--- src/rtl/sram_bist_pkg.sv ---
package sram_bist_pkg;

    typedef enum logic [3:0] {
        S_IDLE,
        S_FILL_WR,
        S_FILL_RD,
        S_LINE_WR,
        S_LINE_RD,
        S_LINE_RESTORE,
        S_DATA_WR,
        S_DATA_RD,
        S_WAIT,
        S_DONE
    } bist_state_e;

    // Doubles as the phase tag of the read in flight.
    typedef enum logic [1:0] {
        ERR_NONE = 2'd0,
        ERR_INIT = 2'd1,
        ERR_ADDR = 2'd2,
        ERR_DATA = 2'd3
    } bist_err_e;

    localparam int NUM_PAT = 6;

    function automatic logic [7:0] pat_byte(input logic [2:0] idx);
        logic [7:0] b;
        case (idx)
            3'd0:    b = 8'h55;
            3'd1:    b = 8'hAA;
            3'd2:    b = 8'h33;
            3'd3:    b = 8'hCC;
            3'd4:    b = 8'h00;
            default: b = 8'hFF;
        endcase
        return b;
    endfunction

endpackage

--- src/rtl/bist_rd_tracker.sv ---
module bist_rd_tracker #(
    parameter int RD_LAT = 1
) (
    input  logic clk,
    input  logic rst_n,
    input  logic issue,
    output logic valid
);
    logic [RD_LAT-1:0] sr_q;

    generate
        if (RD_LAT == 1) begin : g_one
            always_ff @(posedge clk) begin
                if (!rst_n) sr_q <= '0;
                else        sr_q <= issue;
            end
        end else begin : g_multi
            always_ff @(posedge clk) begin
                if (!rst_n) sr_q <= '0;
                else        sr_q <= {sr_q[RD_LAT-2:0], issue};
            end
        end
    endgenerate

    assign valid = sr_q[RD_LAT-1];

    // at most one read travels through the latency pipe
    p_one_in_flight_r10: assert property (@(posedge clk) disable iff (!rst_n)
        $onehot0(sr_q));

    // a new read is issued only once the pipe has drained
    p_issue_when_empty_r10: assert property (@(posedge clk) disable iff (!rst_n)
        issue |-> (sr_q == '0));

endmodule

--- src/rtl/bist_fail_latch.sv ---
module bist_fail_latch #(
    parameter int AW = 19
) (
    input  logic          clk,
    input  logic          rst_n,
    input  logic          clr,
    input  logic          chk,
    input  logic [7:0]    exp_byte,
    input  logic [7:0]    act_byte,
    input  logic [AW-1:0] addr,
    input  logic [1:0]    code,
    output logic          miss,
    output logic          fail,
    output logic [1:0]    err_code,
    output logic [AW-1:0] fail_addr,
    output logic [7:0]    fail_exp,
    output logic [7:0]    fail_act
);
    assign miss = chk && (exp_byte != act_byte);

    always_ff @(posedge clk) begin
        if (!rst_n || clr) begin
            fail      <= 1'b0;
            err_code  <= 2'd0;
            fail_addr <= '0;
            fail_exp  <= 8'h00;
            fail_act  <= 8'h00;
        end else if (miss && !fail) begin
            fail      <= 1'b1;
            err_code  <= code;
            fail_addr <= addr;
            fail_exp  <= exp_byte;
            fail_act  <= act_byte;
        end
    end

    // the captured failure record holds until the next start
    p_record_held_r8: assert property (@(posedge clk) disable iff (!rst_n)
        (fail && !clr) |=> (fail && $stable(fail_addr) && $stable(fail_act)
                            && $stable(fail_exp) && $stable(err_code)));

    // a failure always carries a nonzero error code
    p_code_set_r8: assert property (@(posedge clk) disable iff (!rst_n)
        fail |-> (err_code != 2'd0));

endmodule

--- src/rtl/sram_bist_engine.sv ---
module sram_bist_engine
    import sram_bist_pkg::*;
#(
    parameter int         LOG_SMALL = 15,
    parameter int         LOG_MID   = 17,
    parameter int         LOG_LARGE = 19,
    parameter int         RD_LAT    = 1,
    parameter logic [7:0] PAT_A     = 8'h00,
    parameter logic [7:0] PAT_B     = 8'hFF
) (
    input  logic                 clk,
    input  logic                 rst_n,
    input  logic                 start,
    input  logic [1:0]           size_sel,
    output logic [LOG_LARGE-1:0] mem_addr,
    output logic [7:0]           mem_wdata,
    output logic                 mem_we,
    input  logic [7:0]           mem_rdata,
    output logic                 busy,
    output logic                 done,
    output logic                 pass,
    output logic                 fail,
    output logic [1:0]           err_code,
    output logic [LOG_LARGE-1:0] fail_addr,
    output logic [7:0]           fail_exp,
    output logic [7:0]           fail_act
);
    localparam int AW = LOG_LARGE;
    localparam int LW = $clog2(AW + 1);

    bist_state_e   state_q, state_d;
    bist_err_e     ret_q, ret_d;
    logic [AW-1:0] scan_q, scan_d;
    logic [LW-1:0] line_q, line_d;
    logic [LW-1:0] size_q, size_d;
    logic [2:0]    pat_q, pat_d;
    logic          cpl_q, cpl_d;

    logic [LW-1:0] sel_log;
    logic [AW:0]   span;
    logic [AW-1:0] last_addr, tst_addr;
    logic          at_last;
    logic [7:0]    data_byte, exp_byte;
    logic          rd_issue, rd_valid, chk, miss, start_ok;

    always_comb begin
        unique case (size_sel)
            2'd0:    sel_log = LW'(LOG_SMALL);
            2'd1:    sel_log = LW'(LOG_MID);
            default: sel_log = LW'(LOG_LARGE);
        endcase
    end

    assign span      = (AW+1)'(1) << size_q;
    assign last_addr = AW'(span - (AW+1)'(1));
    assign at_last   = (scan_q == last_addr);
    assign tst_addr  = (line_q == '0) ? '0 : (AW'(1) << (line_q - LW'(1)));
    assign data_byte = cpl_q ? ~pat_byte(pat_q) : pat_byte(pat_q);
    assign exp_byte  = (ret_q == ERR_DATA) ? data_byte : PAT_A;
    assign start_ok  = start && !busy;
    assign chk       = (state_q == S_WAIT) && rd_valid;

    // next-state and sequencing registers
    always_comb begin
        state_d = state_q;
        ret_d   = ret_q;
        scan_d  = scan_q;
        line_d  = line_q;
        size_d  = size_q;
        pat_d   = pat_q;
        cpl_d   = cpl_q;
        unique case (state_q)
            S_IDLE, S_DONE: begin
                if (start) begin
                    size_d  = sel_log;
                    scan_d  = '0;
                    line_d  = '0;
                    pat_d   = 3'd0;
                    cpl_d   = 1'b0;
                    ret_d   = ERR_INIT;
                    state_d = S_FILL_WR;
                end
            end
            S_FILL_WR: state_d = S_FILL_RD;
            S_FILL_RD: state_d = S_WAIT;
            S_LINE_WR: state_d = S_LINE_RD;
            S_LINE_RD: begin
                if (scan_q == tst_addr) begin
                    if (at_last) state_d = S_LINE_RESTORE;
                    else         scan_d  = scan_q + AW'(1);
                end else begin
                    state_d = S_WAIT;
                end
            end
            S_LINE_RESTORE: begin
                scan_d = '0;
                if (line_q == size_q) begin
                    line_d  = '0;
                    ret_d   = ERR_DATA;
                    state_d = S_DATA_WR;
                end else begin
                    line_d  = line_q + LW'(1);
                    state_d = S_LINE_WR;
                end
            end
            S_DATA_WR: state_d = S_DATA_RD;
            S_DATA_RD: state_d = S_WAIT;
            S_WAIT: begin
                if (rd_valid) begin
                    if (miss) begin
                        state_d = S_DONE;
                    end else begin
                        unique case (ret_q)
                            ERR_INIT: begin
                                if (at_last) begin
                                    scan_d  = '0;
                                    line_d  = '0;
                                    ret_d   = ERR_ADDR;
                                    state_d = S_LINE_WR;
                                end else begin
                                    scan_d  = scan_q + AW'(1);
                                    state_d = S_FILL_WR;
                                end
                            end
                            ERR_ADDR: begin
                                if (at_last) state_d = S_LINE_RESTORE;
                                else begin
                                    scan_d  = scan_q + AW'(1);
                                    state_d = S_LINE_RD;
                                end
                            end
                            ERR_DATA: begin
                                if (!cpl_q) begin
                                    cpl_d   = 1'b1;
                                    state_d = S_DATA_WR;
                                end else begin
                                    cpl_d = 1'b0;
                                    if (!at_last) begin
                                        scan_d  = scan_q + AW'(1);
                                        state_d = S_DATA_WR;
                                    end else if (pat_q == 3'(NUM_PAT - 1)) begin
                                        state_d = S_DONE;
                                    end else begin
                                        pat_d   = pat_q + 3'd1;
                                        scan_d  = '0;
                                        state_d = S_DATA_WR;
                                    end
                                end
                            end
                            default: state_d = S_DONE;
                        endcase
                    end
                end
            end
            default: state_d = S_IDLE;
        endcase
    end

    // state register
    always_ff @(posedge clk) begin
        if (!rst_n) begin
            state_q <= S_IDLE;
            ret_q   <= ERR_NONE;
            scan_q  <= '0;
            line_q  <= '0;
            size_q  <= '0;
            pat_q   <= 3'd0;
            cpl_q   <= 1'b0;
        end else begin
            state_q <= state_d;
            ret_q   <= ret_d;
            scan_q  <= scan_d;
            line_q  <= line_d;
            size_q  <= size_d;
            pat_q   <= pat_d;
            cpl_q   <= cpl_d;
        end
    end

    // outputs
    always_comb begin
        mem_we    = 1'b0;
        mem_addr  = scan_q;
        mem_wdata = PAT_A;
        rd_issue  = 1'b0;
        unique case (state_q)
            S_FILL_WR:      mem_we = 1'b1;
            S_FILL_RD:      rd_issue = 1'b1;
            S_LINE_WR: begin
                mem_we    = 1'b1;
                mem_addr  = tst_addr;
                mem_wdata = PAT_B;
            end
            S_LINE_RD:      rd_issue = (scan_q != tst_addr);
            S_LINE_RESTORE: begin
                mem_we   = 1'b1;
                mem_addr = tst_addr;
            end
            S_DATA_WR: begin
                mem_we    = 1'b1;
                mem_wdata = data_byte;
            end
            S_DATA_RD:      rd_issue = 1'b1;
            default:        mem_we = 1'b0;
        endcase
        busy = (state_q != S_IDLE) && (state_q != S_DONE);
        done = (state_q == S_DONE);
        pass = done && !fail;
    end

    bist_rd_tracker #(.RD_LAT(RD_LAT)) u_trk (
        .clk   (clk),
        .rst_n (rst_n),
        .issue (rd_issue),
        .valid (rd_valid)
    );

    bist_fail_latch #(.AW(AW)) u_latch (
        .clk       (clk),
        .rst_n     (rst_n),
        .clr       (start_ok),
        .chk       (chk),
        .exp_byte  (exp_byte),
        .act_byte  (mem_rdata),
        .addr      (scan_q),
        .code      (ret_q),
        .miss      (miss),
        .fail      (fail),
        .err_code  (err_code),
        .fail_addr (fail_addr),
        .fail_exp  (fail_exp),
        .fail_act  (fail_act)
    );

    // no write strobe outside a run
    p_no_write_idle_r1: assert property (@(posedge clk) disable iff (!rst_n)
        !busy |-> !mem_we);

    // accesses stay inside the selected region
    p_addr_in_range_r2: assert property (@(posedge clk) disable iff (!rst_n)
        busy |-> (mem_addr <= last_addr));

    // restore is followed by the next line or by the data phase
    p_restore_next_r5: assert property (@(posedge clk) disable iff (!rst_n)
        (state_q == S_LINE_RESTORE) |=> (state_q == S_LINE_WR || state_q == S_DATA_WR));

    // a passing true-pattern compare leads to the complement write of the same byte
    p_cpl_follows_r6: assert property (@(posedge clk) disable iff (!rst_n)
        (chk && !miss && ret_q == ERR_DATA && !cpl_q)
        |=> (state_q == S_DATA_WR && cpl_q && $stable(scan_q)));

    // busy falling means the run has finished
    p_busy_fall_done_r8: assert property (@(posedge clk) disable iff (!rst_n)
        $fell(busy) |-> done);

    // fail is only shown together with done
    p_fail_with_done_r8: assert property (@(posedge clk) disable iff (!rst_n)
        fail |-> done);

    // a miscompare stops the run on the next edge
    p_stop_on_miss_r8: assert property (@(posedge clk) disable iff (!rst_n)
        miss |=> (done && fail));

endmodule

--- config.mk ---
export PLATFORM = sky130hd
export DESIGN_NAME = sram_bist_engine
export DESIGN_NICKNAME = d
export VERILOG_FILES = /design/src/rtl/sram_bist_pkg.sv /design/src/rtl/bist_rd_tracker.sv /design/src/rtl/bist_fail_latch.sv /design/src/rtl/sram_bist_engine.sv
export SDC_FILE = /design/constraint.sdc
export NUM_CORES = 1
export LEC_CHECK = 0
export ABC_AREA = 0
export CORE_MARGIN = 2
export CORE_UTILIZATION = 49
export CTS_CLUSTER_SIZE = 14
export DETAILED_ROUTE_END_ITERATION = 16
export PLACE_DENSITY = 0.73
export SETUP_SLACK_MARGIN = 0.3
export SYNTH_ARGS = -nofsm -noshare
export SYNTH_HDL_FRONTEND = slang
export SYNTH_SLANG_ARGS = --single-unit
export TNS_END_PERCENT = 1
--- constraint.sdc ---
create_clock -name clk -period 4.5 [get_ports clk]
set_input_delay 0.9 -clock clk [delete_from_list [all_inputs] [get_ports clk]]
set_output_delay 0.9 -clock clk [all_outputs]
set_load 0.05 [all_outputs]
# --- After elaboration in Yosys (flattened, before gate mapping) ---
# Index checks and enable logic that the tools add are counted.
totals:
  ff_bits: 78
  in_bits: 13
  out_inout_bits: 69
  wordCells: 149
op_classes:
  shift: 2
  reduce_logical: 29
  add_sub_neg: 5
  mux: 61
  eq_ne: 38
  n_bitwise: 1
op_table:
  columns: ["cell", "n"]
  rows:
  - ["19-bit 2-to-1 mux", 11]
  - ["19-bit case mux with 4 select lines", 1]
  - ["19-bit case mux with 3 select lines", 1]
  - ["8-bit case mux with 5 select lines", 1]
  - ["19-bit == test", 2]
  - ["1-bit by 5-bit << shifter with 19-bit output, first input constant", 2]
  - ["4-bit 2-to-1 mux", 8]
  - ["4-bit case mux with 8 select lines", 1]
  - ["5-bit 2-to-1 mux", 6]
  - ["3-bit 2-to-1 mux", 8]
  - ["19-bit by 1-bit adder with 19-bit output, second input constant", 1]
  - ["19-bit inequality test", 1]
  - ["19-bit by 1-bit subtractor with 19-bit output, second input constant", 1]
  - ["4-bit by 3-bit == test with 1-bit output, second input constant", 4]
  - ["8-bit 2-to-1 mux", 2]
  - ["2-bit inequality test, second input constant", 8]
  - ["8-bit case mux with 2 select lines", 1]
  - ["8-bit AND reduction", 2]
  - ["5-bit case mux with 3 select lines", 1]
  - ["2-bit 2-to-1 mux", 7]
  - ["4-bit case mux with 3 select lines", 1]
  - ["5-bit case mux with 2 select lines", 1]
  - ["4-bit by 2-bit == test with 1-bit output, second input constant", 2]
  - ["4-bit == test, second input constant", 2]
  - ["37 further kinds", 61]

# --- Depth between registers and ports, before layout ---
# Gate-level depths: netlist of run 1.
logic_depth:
  depth_word: 10
  ltp_mapped: 19
  ltp_nobuf: 14

# --- Cells and area by module ---
# A second synthesis of run 1 with hierarchy kept.
hier_totals:
  cells_unflattened: 825
  hier_area_um2: 6183.4
modules_own_cells:
  columns: ["mod", "area_per_inst_um2", "cells_each", "n_inst", "seq_area_each_um2"]
  rows:
  - ["sram_bist_engine", 4518.1, 647, 1, 760.7]
  - ["bist_fail_latch", 1639.1, 176, 1, 760.7]
  - ["bist_rd_tracker", 26.3, 2, 1, 20.0]

# --- Least setup slack after synthesis of run 1 ---
# No wires, ideal clock.
synth_path:
  kind: "register -> output"
  startpoint: "reg line_q[0]"
  endpoint: "out mem_addr[7]"
  t_required_ns: 3.600
  slack_ns: 0.366
  n_path_buf: 2
  arrival_time_ns: 3.234
  path_stages_with_launch: 9
  cell_sequence: "dfxtp_1 > clkbuf_1 > inv_1 > ha_1 > buf_2 > or4b_2 > o21ai_1 > nor2_1 > o31ai_1"
synth_via:
  elab_chain_cells: 4
  word_cells_on_any_way: 5
  cone_classes: "1 x add/sub; 1 x shift; 2 x mux; 1 x reduce/logical"
synth_rtl:
  columns: ["element", "line_no", "rtl"]
  rows:
  - ["from (decl)", "sram_bist_engine.sv:34", "logic [LW-1:0] line_q, line_d;"]
  - ["from (signal assigned)", "sram_bist_engine.sv:173", "line_q <= line_d;"]
  - ["5-bit by 1-bit subtractor with 5-bit output", "sram_bist_engine.sv:57", "assign tst_addr = (line_q == '0) ? '0 : (AW'(1) << (line_q - LW'(1)));"]
  - ["1-bit by 5-bit << shifter with 19-bit output", "sram_bist_engine.sv:57", null]
  - ["19-bit 2-to-1 mux *", "sram_bist_engine.sv:57", null]
  - ["19-bit 2-to-1 mux *", "sram_bist_engine.sv:186", "unique case (state_q)"]
  - ["to (decl)", "sram_bist_engine.sv:15", "output logic [LOG_LARGE-1:0] mem_addr,"]
# Mark *: on every way between the ends. The rest lies on a longest branch, timed or not.

# --- Worst setup path after layout of run 1 ---
layout_path:
  startpoint: "reg line_q[1]"
  endpoint: "out mem_addr[2]"
# The elaborated chain is that of the path after synthesis.

==> results of run 1 <==
==> tightest hold or removal path: stages, from the launching register on <==
cell and delay (ns):
dfxtp_1 0.32, mux2i_1 0.06, nor2_1 0.07
==> synthesized netlist by cell type, types with 10 or more instances <==
cell      instances  area [µm²]
clkbuf_1         52         195
inv_1            27         101
nand3_1          26         130
nor3_1           23         115
o22ai_1          11        68.8
nand2b_1         11        68.8
nand2_1          68         255
ha_1             18         225
o31ai_1          12        90.1
dfxtp_1          73        1460
mux2i_1          37         370
xor2_1           10        87.6
a211o_1          11        96.3
xnor2_1          14         123
a22o_1           12         105
nor2_1           85         319
or3_1            13        81.3
o21ai_0          37         185
nor3b_1          10        75.1
a21oi_1          34         170
==> power breakdown <==
part	leakage [µW]	internal (µW)	switching, µW
Clock	0.000139	431	290
Sequential	0.000591	680	74.7
Combinational	0.00185	362	595
Total	0.00258	1470	960
==> cells by family (layout without fill, tap and decap cells) <==
kind of cell,Yosys count,in the layout,share of synthesized area (%)
compound gates,193,193,23.9
simple gates,299,299,26.9
fa+ha+maj,18,18,3.99
xor+xnor,24,24,3.73
mux,40,40,7.17
buf+inv,104,138,8.32
flops,73,73,25.9
==> routing by layer <==
layer	up-vias	routed length (µm)	global-route usage [%]
li1	2766	-	-
met1	2704	7280	34.3
met2	210	7570	42.5
met3	33	1080	3.66
met4	0	411	10.9
met5	-	0	0
==> registers in the layout, summed over array words and instances, names as in the netlist <==
register,cells
u_latch.fail,1
u_latch.fail_act,8
u_latch.fail_exp,4
u_latch.fail_addr,19
ret_q,2
scan_q,19
u_trk.valid,1
pat_q,3
u_latch.err_code,2
line_q,5
cpl_q,1
state_q,4
size_q,4
==> timing repair <==
item | CTS | global route
pin swaps | 0 | 0
setup endpoints to repair | 16 | 52
gates resized for setup | 2 | 22
==> area by class of cell <==
type	count	area share, %
multi-input combinational	574	55.5
inverter	27	1.51
tap	143	2.66
sequential	73	21.8
timing repair buffer	95	14.1
clock inverter	6	1.00
clock buffer	10	3.40
==> metrics by stage <==
step / cell area [µm²] / hold slack [ns]
6_report: 6730 / 0.492
5_1_grt: 6730 / 0.523
4_1_cts: 6680 / 0.501
3_5_place_dp: 6380 / 0.484
3_3_place_gp: 6380 / 0.475
2_1_floorplan: 5640 / 0.537
==> cell usage in the layout (no fill, tap or decap), drive strengths merged, types with 5 or more instances in the layout <==
cell,Yosys,routed
a211o,11,11
a21o,5,5
a21oi,35,35
a221o,5,5
a22o,12,12
a22oi,5,5
a31oi,7,7
and2,9,9
and3,7,7
buf,25,14
clkbuf,52,10
clkdlybuf4s50,0,65
dfxtp,73,73
dlymetal6s2s,0,15
ha,18,18
inv,27,28
mux2i,37,37
nand2,68,68
nand2b,11,11
nand3,26,26
nand3b,7,7
nor2,85,85
nor2b,5,5
nor3,23,23
nor3b,10,10
nor4,6,6
nor4b,5,5
o211ai,9,9
o21ai,39,39
o22ai,11,11
o31ai,12,12
or2,7,7
or3,14,14
xnor2,14,14
xor2,10,10
==> worst max path at each step <==
stage,start,end,slack [ns],cells after the start
after floorplan,line_q[0],mem_addr[7],0.37,8
after global placement,line_q[0],scan_q[6],0.50,11
after detailed placement,line_q[0],scan_q[5],0.40,11
after CTS,line_q[0],mem_addr[5],0.13,7
after global routing,line_q[0],mem_addr[2],0.34,7
final,line_q[1],mem_addr[2],0.51,8
==> impl_results.html, run 1 <==
<table>
<tr><th>Metric</th><th>Value</th></tr>
<tr><th colspan="2">Synthesis</th></tr>
<tr><td>Primary flip-flop cell chosen by synthesis mapping</td><td>dfxtp_1</td></tr>
<tr><td>Post-synth EDFFs</td><td>0</td></tr>
<tr><td>Number of distinct library cell variants in the gate-level netlist after synthesis</td><td>77</td></tr>
<tr><td>Ys async rst share</td><td>0%</td></tr>
<tr><td>Synthesized instance count</td><td>751</td></tr>
<tr><td>Synthesis Warnings</td><td>0</td></tr>
<tr><td>Sequential element share of the synthesized area</td><td>25.9%</td></tr>
<tr><td>Netlist Area Pre-Place</td><td>5640 µm²</td></tr>
<tr><td>Post-synth net total</td><td>782</td></tr>
<tr><td>Count of state elements after synthesis</td><td>73</td></tr>
<tr><td>Mean post-synth cell area</td><td>7.51 µm²</td></tr>
<tr><th colspan="2">STA</th></tr>
<tr><td>Max Clock Skew</td><td>0.00416 ns</td></tr>
<tr><td>Max_slew headroom</td><td>39.7%</td></tr>
<tr><td>Final min period</td><td>3.99 ns</td></tr>
<tr><td>Final critical-path setup slack</td><td>0.508 ns</td></tr>
<tr><td>Maximum clock rate</td><td>0.251 GHz</td></tr>
<tr><td>Period utilisation layout</td><td>88.7%</td></tr>
<tr><td>Sum of negative setup slack</td><td>0 ns</td></tr>
<tr><td>Setup repair after global routing missed its margin</td><td>false</td></tr>
<tr><td>Count of final setup violators</td><td>0</td></tr>
<tr><td>Transition time at the pin with the least slew margin</td><td>0.903 ns</td></tr>
<tr><td>Slew Limit Fails</td><td>0</td></tr>
<tr><td>Hold Vio Cnt, Final</td><td>0</td></tr>
<tr><th colspan="2">Clock network</th></tr>
<tr><td>Clk slew on worst S/H paths</td><td>0.06 ns</td></tr>
<tr><td>Clk Tree Root Cell</td><td>clkbuf_16</td></tr>
<tr><td>Total CTS buffers</td><td>9</td></tr>
<tr><td>Number of buffers between clock root and the deepest sink</td><td>2</td></tr>
<tr><td>Hold bufs inserted after CTS</td><td>0</td></tr>
<tr><td>Total number of clock tree sinks</td><td>73</td></tr>
<tr><td>Number of H-tree levels</td><td>3</td></tr>
<tr><td>CTS tree</td><td>yes</td></tr>
<tr><td>Worst skew pair latency</td><td>0.34 ns</td></tr>
<tr><td>Number of setup buffers added after CTS</td><td>0</td></tr>
<tr><th colspan="2">Global routing</th></tr>
<tr><td>Largest net degree at the start of global routing</td><td>35</td></tr>
<tr><td>Tot GR Track Use</td><td>26.0%</td></tr>
<tr><td>Wire length of the first global-routing pass</td><td>26700 µm</td></tr>
<tr><td>Initial antenna violation count</td><td>0</td></tr>
<tr><td>Global-route congestion overflow total</td><td>0</td></tr>
<tr><td>Number of global-route vias before repair</td><td>5368</td></tr>
<tr><th colspan="2">Layout</th></tr>
<tr><td>Synthesis-to-finish area growth</td><td>19.3%</td></tr>
<tr><td>Diodes inserted</td><td>0</td></tr>
<tr><td>Post-layout util</td><td>59.4%</td></tr>
<tr><td>Fillers</td><td>1049</td></tr>
<tr><td>Non-filler instance count after layout</td><td>928</td></tr>
<tr><td>Area taken by flip-flops and latches</td><td>1470 µm²</td></tr>
<tr><td>Share of post-route cells with drive strength above 1</td><td>7.64%</td></tr>
<tr><td>Area of combinational cells with multiple inputs</td><td>3740 µm²</td></tr>
<tr><td>Nets</td><td>811</td></tr>
<tr><th colspan="2">Drt</th></tr>
<tr><td>Average detailed-routed wire length per instance</td><td>17.6 µm</td></tr>
<tr><td>DRC violation count after routing</td><td>0</td></tr>
<tr><td>Wire length reported by the detailed router</td><td>16300 µm</td></tr>
<tr><td>Routed vias</td><td>5713</td></tr>
<tr><td>First-pass iteration count of the detailed router</td><td>5</td></tr>
<tr><td>Via density per instance</td><td>6.16</td></tr>
<tr><td>Remaining number of nets flagged by the antenna check after routing</td><td>0</td></tr>
<tr><td>DRC violation total after the first TritonRoute iteration</td><td>578</td></tr>
<tr><th colspan="2">Place</th></tr>
<tr><td>Placer congestion estimate</td><td>0.943</td></tr>
<tr><td>Input/output buffers</td><td>81</td></tr>
<tr><td>Cell Count Post-Placement</td><td>912</td></tr>
<tr><td>Placed wire-length estimate</td><td>11700 µm</td></tr>
<tr><td>Post-placement setup slack</td><td>0.400 ns</td></tr>
<tr><th colspan="2">Power and ir drop</th></tr>
<tr><td>Power Total</td><td>2430 µW</td></tr>
<tr><td>Total power density per cell area</td><td>361 nW/µm²</td></tr>
<tr><td>Peak ir drop on the vdd network</td><td>0.191 mV</td></tr>
<tr><td>Static power due to leakage</td><td>0.00258 µW</td></tr>
<tr><th colspan="2">Hold path</th></tr>
<tr><td>Class of the tightest hold or removal check</td><td>reg2reg</td></tr>
<tr><td>Hold Crit Endpoint</td><td>u_latch.fail_addr[1]</td></tr>
<tr><td>Hold path startpoint</td><td>u_latch.fail_addr[1]</td></tr>
<tr><td>Worst hold stages</td><td>2</td></tr>
<tr><th colspan="2">Die</th></tr>
<tr><td>Floorplan Core Area</td><td>11300 µm²</td></tr>
<tr><td>DIE HEIGHT</td><td>111 µm</td></tr>
<tr><td>IO Pins</td><td>82</td></tr>
<tr><td>Initial Util</td><td>49.8%</td></tr>
<tr><td>X dimension of the die</td><td>111 µm</td></tr>
<tr><td>Count of standard-cell rows</td><td>39</td></tr>
<tr><td>Die area</td><td>12400 µm²</td></tr>
<tr><th colspan="2">Critical path</th></tr>
<tr><td>Classification of the worst setup path</td><td>reg2out</td></tr>
<tr><td>Critical path cell sequence</td><td>inv_1, ha_1, and4bb_2, a22oi_1, nand2_1, nand3_1, o21ai_0, clkdlybuf4s50_1</td></tr>
<tr><td>WP data required</td><td>3.60 ns</td></tr>
<tr><td>Category of cells accounting for the largest share of critical-path delay</td><td>buffers and inverters</td></tr>
<tr><td>Cell count of the worst reg-to-reg path</td><td>14</td></tr>
<tr><td>Setup crit end kind</td><td>primary output</td></tr>
<tr><td>CP Launch Type</td><td>flop</td></tr>
<tr><td>Crit path arrival time</td><td>3.09 ns</td></tr>
<tr><td>CP max FO</td><td>12</td></tr>
<tr><td>Flop-to-flop setup slack</td><td>0.58 ns</td></tr>
<tr><td>Reg2reg end</td><td>scan_q[6]</td></tr>
<tr><td>Reg-to-reg critical path startpoint</td><td>size_q[3]</td></tr>
<tr><td>Worst path buffer plus inverter count</td><td>2</td></tr>
<tr><td>Highest-delay cell along the critical path</td><td>clkdlybuf4s50_1</td></tr>
<tr><td>Slowest Stage Delay on Critical Path</td><td>0.83 ns</td></tr>
<tr><th colspan="2">Run</th></tr>
<tr><td>Max-capacitance violation count</td><td>0</td></tr>
<tr><th colspan="2">Run status</th></tr>
<tr><td>Result of the run</td><td>finished, final reports clean</td></tr>
</table>
(Power assumes the default switching activity.)
==> run 2: changes to the inputs <==
Settings changed: RECOVER_POWER set to 25, SETUP_SLACK_MARGIN 0.3 to 0.1.
==> run 2 against run 1 <==
  * Critical path depth shrank 1
  * Setup slack lost 0.22 ns
  * Flip-flop and latch count is the same
  * Design area shrank 0.17%
  * Sequential power is essentially flat
  * Clock-buffer cell count is the same
  * Clock power is essentially flat
  * Critical path type unchanged
  * Routed wire length is essentially flat
  * Highest routed layer unchanged
  * Sequential share of layout area is essentially flat
  * Clock skew grew 0.00088 ns
  * Global-route usage is the same
==> impl_results.html, run 2 (synthesis results as in run 1) <==
<table>
<tr><th>Metric</th><th>Value</th></tr>
<tr><th colspan="2">Run status</th></tr>
<tr><td>Result of the run</td><td>finished, final reports clean</td></tr>
<tr><th colspan="2">Power and ir drop</th></tr>
<tr><td>Switch share</td><td>39.4% (-0.040 points)</td></tr>
<tr><td>Internal Power</td><td>1470 µW (about the same)</td></tr>
<tr><td>Peak ir drop on the vdd network</td><td>0.190 mV (-0.53%)</td></tr>
<tr><td>Relative contribution of sequential cells to total power</td><td>31.1% (about the same)</td></tr>
<tr><td>Clock power frac</td><td>29.6% (about the same)</td></tr>
<tr><td>Combinational share of power</td><td>39.3% (about the same)</td></tr>
<tr><td>Static power due to leakage</td><td>0.00266 µW (+3.2%)</td></tr>
<tr><td>Reported net switching power</td><td>957 µW (-0.27%)</td></tr>
<tr><td>Total power density per cell area</td><td>361 nW/µm² (about the same)</td></tr>
<tr><th colspan="2">Global routing</th></tr>
<tr><td>Initial antenna violation count</td><td>0 (unchanged)</td></tr>
<tr><td>Number of global-route vias before repair</td><td>5368 (unchanged)</td></tr>
<tr><td>Wire length of the first global-routing pass</td><td>26700 µm (unchanged)</td></tr>
<tr><td>Met2 demand-to-capacity share in global routing</td><td>42.5% (unchanged)</td></tr>
<tr><td>Tot GR Track Use</td><td>26.0% (unchanged)</td></tr>
<tr><td>Fraction of met1 tracks used by global routing</td><td>34.3% (unchanged)</td></tr>
<tr><td>Global-route congestion overflow total</td><td>0 (unchanged)</td></tr>
<tr><td>Layer with the highest usage after global routing</td><td>met2</td></tr>
<tr><td>Largest net degree at the start of global routing</td><td>35 (unchanged)</td></tr>
<tr><td>Met3 usage</td><td>3.66% (unchanged)</td></tr>
<tr><th colspan="2">STA</th></tr>
<tr><td>Max_slew headroom</td><td>40.2% (+0.54 points)</td></tr>
<tr><td>Count of final setup violators</td><td>0 (unchanged)</td></tr>
<tr><td>Max Clock Skew</td><td>0.00504 ns (+0.000881 ns)</td></tr>
<tr><td>Final min period</td><td>4.21 ns (+0.220 ns)</td></tr>
<tr><td>Transition time at the pin with the least slew margin</td><td>0.894 ns (-0.00815 ns)</td></tr>
<tr><td>Slew Limit Fails</td><td>0 (unchanged)</td></tr>
<tr><td>Period utilisation layout</td><td>93.6% (+4.9 points)</td></tr>
<tr><td>Hold Vio Cnt, Final</td><td>0 (unchanged)</td></tr>
<tr><td>Sum of negative setup slack</td><td>0 ns (unchanged)</td></tr>
<tr><td>Setup repair after global routing missed its margin</td><td>false</td></tr>
<tr><td>Maximum clock rate</td><td>0.237 GHz (-5.2%)</td></tr>
<tr><th colspan="2">Drt</th></tr>
<tr><td>DRC violation count after routing</td><td>0 (unchanged)</td></tr>
<tr><td>First-pass iteration count of the detailed router</td><td>5 (unchanged)</td></tr>
<tr><td>Routed vias</td><td>5717 (+0.070%)</td></tr>
<tr><td>Average detailed-routed wire length per instance</td><td>17.6 µm (about the same)</td></tr>
<tr><td>Wire length reported by the detailed router</td><td>16300 µm (about the same)</td></tr>
<tr><td>DRC violation total after the first TritonRoute iteration</td><td>602 (+4.2%)</td></tr>
<tr><td>Via density per instance</td><td>6.16 (about the same)</td></tr>
<tr><td>Remaining number of nets flagged by the antenna check after routing</td><td>0 (unchanged)</td></tr>
<tr><th colspan="2">Clock network</th></tr>
<tr><td>Number of H-tree levels</td><td>3 (unchanged)</td></tr>
<tr><td>Hold bufs inserted after CTS</td><td>0 (unchanged)</td></tr>
<tr><td>Total CTS buffers</td><td>9 (unchanged)</td></tr>
<tr><td>CTS tree</td><td>yes</td></tr>
<tr><td>Number of buffers between clock root and the deepest sink</td><td>2 (unchanged)</td></tr>
<tr><td>Total number of clock tree sinks</td><td>73 (unchanged)</td></tr>
<tr><td>Clk slew on worst S/H paths</td><td>0.06 ns (about the same)</td></tr>
<tr><td>Worst skew pair latency</td><td>0.34 ns (about the same)</td></tr>
<tr><td>Number of setup buffers added after CTS</td><td>0 (unchanged)</td></tr>
<tr><td>Clk Tree Root Cell</td><td>clkbuf_16</td></tr>
<tr><th colspan="2">Place</th></tr>
<tr><td>Cell Count Post-Placement</td><td>912 (unchanged)</td></tr>
<tr><td>Input/output buffers</td><td>81 (unchanged)</td></tr>
<tr><td>Placer congestion estimate</td><td>0.943 (unchanged)</td></tr>
<tr><td>Placed wire-length estimate</td><td>11700 µm (unchanged)</td></tr>
<tr><th colspan="2">Layout</th></tr>
<tr><td>Synthesis-to-finish area growth</td><td>19.1%</td></tr>
<tr><td>Nets</td><td>811 (unchanged)</td></tr>
<tr><td>Area taken by flip-flops and latches</td><td>1460 µm² (-0.17%)</td></tr>
<tr><td>Fillers</td><td>1046 (-0.29%)</td></tr>
<tr><td>Share of post-route cells with drive strength above 1</td><td>7.13% (-0.51 points)</td></tr>
<tr><td>Most common cell after layout, fill and taps aside</td><td>nor2_1</td></tr>
<tr><td>Non-filler instance count after layout</td><td>928 (unchanged)</td></tr>
<tr><td>Diodes inserted</td><td>0 (unchanged)</td></tr>
<tr><td>Area of combinational cells with multiple inputs</td><td>3730 µm² (-0.20%)</td></tr>
<tr><td>Commonest cells after routing, fill and taps aside</td><td>nor2_1, dfxtp_1, nand2_1, mux2i_1</td></tr>
<tr><td>Leading registers by flop count</td><td>scan_q (19), u_latch.fail_addr (19), u_latch.fail_act (8)</td></tr>
<tr><th colspan="2">Critical path</th></tr>
<tr><td>Flop-to-flop setup slack</td><td>0.45 ns (-0.13 ns)</td></tr>
<tr><td>Critical path cell sequence</td><td>inv_1, ha_1, and4bb_2, nand3_1, o22ai_1, mux2_2, clkdlybuf4s50_1</td></tr>
<tr><td>Highest-delay cell along the critical path</td><td>clkdlybuf4s50_1</td></tr>
<tr><td>Worst path buffer plus inverter count</td><td>2 (unchanged)</td></tr>
<tr><td>Cell count of the worst reg-to-reg path</td><td>11 (-3)</td></tr>
<tr><td>Slowest Stage Delay on Critical Path</td><td>0.80 ns (-0.03 ns)</td></tr>
<tr><td>Crit path arrival time</td><td>3.31 ns (+0.22 ns)</td></tr>
<tr><td>CP max FO</td><td>12 (unchanged)</td></tr>
<tr><td>Number of cells on the critical path</td><td>7 (-1)</td></tr>
<tr><td>Category of cells accounting for the largest share of critical-path delay</td><td>buffers and inverters</td></tr>
<tr><td>WP data required</td><td>3.60 ns (about the same)</td></tr>
<tr><td>Setup crit end kind</td><td>primary output</td></tr>
<tr><td>CP Launch Type</td><td>flop</td></tr>
<tr><td>Classification of the worst setup path</td><td>reg2out</td></tr>
<tr><th colspan="2">Run</th></tr>
<tr><td>Max-capacitance violation count</td><td>0 (unchanged)</td></tr>
<tr><th colspan="2">Die</th></tr>
<tr><td>Die area</td><td>12400 µm² (unchanged)</td></tr>
<tr><td>Initial Util</td><td>49.8% (unchanged)</td></tr>
<tr><td>Floorplan Core Area</td><td>11300 µm² (unchanged)</td></tr>
<tr><td>Count of standard-cell rows</td><td>39 (unchanged)</td></tr>
<tr><td>X dimension of the die</td><td>111 µm (unchanged)</td></tr>
<tr><td>IO Pins</td><td>82 (unchanged)</td></tr>
<tr><td>DIE HEIGHT</td><td>111 µm (unchanged)</td></tr>
<tr><th colspan="2">Hold path</th></tr>
<tr><td>Worst hold stages</td><td>2 (unchanged)</td></tr>
<tr><td>Class of the tightest hold or removal check</td><td>reg2reg</td></tr>
</table>
==> run 2: metal layers <==
layer  part of all wire (%)  up-vias
met2                     46      232
li1                       -     2768
met4                    2.8        0
met3                    6.8       36
met1                     44     2681
met5                      0        -
==> run 2: worst paths after layout <==
| check | from | endpoint |
|---|---|---|
| min reg2reg | u_latch.fail_addr[1] | u_latch.fail_addr[1] |
| max | line_q[1] | mem_addr[12] |
| min | u_latch.fail_addr[1] | u_latch.fail_addr[1] |
| max reg2reg | line_q[1] | scan_q[5] |
==> run 2: power groups by stage <==
stage / registers [µW] / clock network, µW / logic, µW
2_1_floorplan: 731 / 0 / 752
3_3_place_gp: 764 / 0 / 918
3_5_place_dp: 766 / 0 / 938
4_1_cts: 751 / 729 / 946
5_1_grt: 762 / 753 / 1040
6_report: 754 / 720 / 955
==> run 2: area by class of cell <==
cell class | instances | area share [%]
Clock buffer | 10 | 3.41
Tap cell | 143 | 2.66
Clock inverter | 6 | 1.01
Timing Repair Buffer | 95 | 14.2
Sequential cell | 73 | 21.8
Multi-Input combinational cell | 574 | 55.5
Inverter | 27 | 1.51
==> run 2: what timing repair did <==
action | 4_1_cts | 5_1_grt
gates resized for setup | 1 | 17
gates cloned | 0 | 0
pin swaps | 0 | 0
endpoints found under the setup margin | 1 | 34
==> run 2: worst min-delay path, cell delays in order (launching register included) <==
cell	delay, ns
dfxtp_1	0.32
mux2i_1	0.06
nor2_1	0.07
==> run 2: stage by stage <==
stage	area (µm²)	worst slack (ns)	power, µW	utilization [%]	hold WS, ns
floorplan	5640	0.366	1480	-	0.537
global placement	6380	0.501	1680	56.4	0.475
detailed placement	6380	0.400	1700	56.4	0.484
CTS	6680	0.109	2430	59.0	0.501
global route	6720	0.104	2560	59.4	0.517
finish	6720	0.288	2430	59.4	0.487
==> run 3: changes to the inputs <==
Settings changed: GPL_TIMING_DRIVEN set to 1.
==> results of run 3 <==
No change in the layout: final DEF, timing and power equal those of run 2.
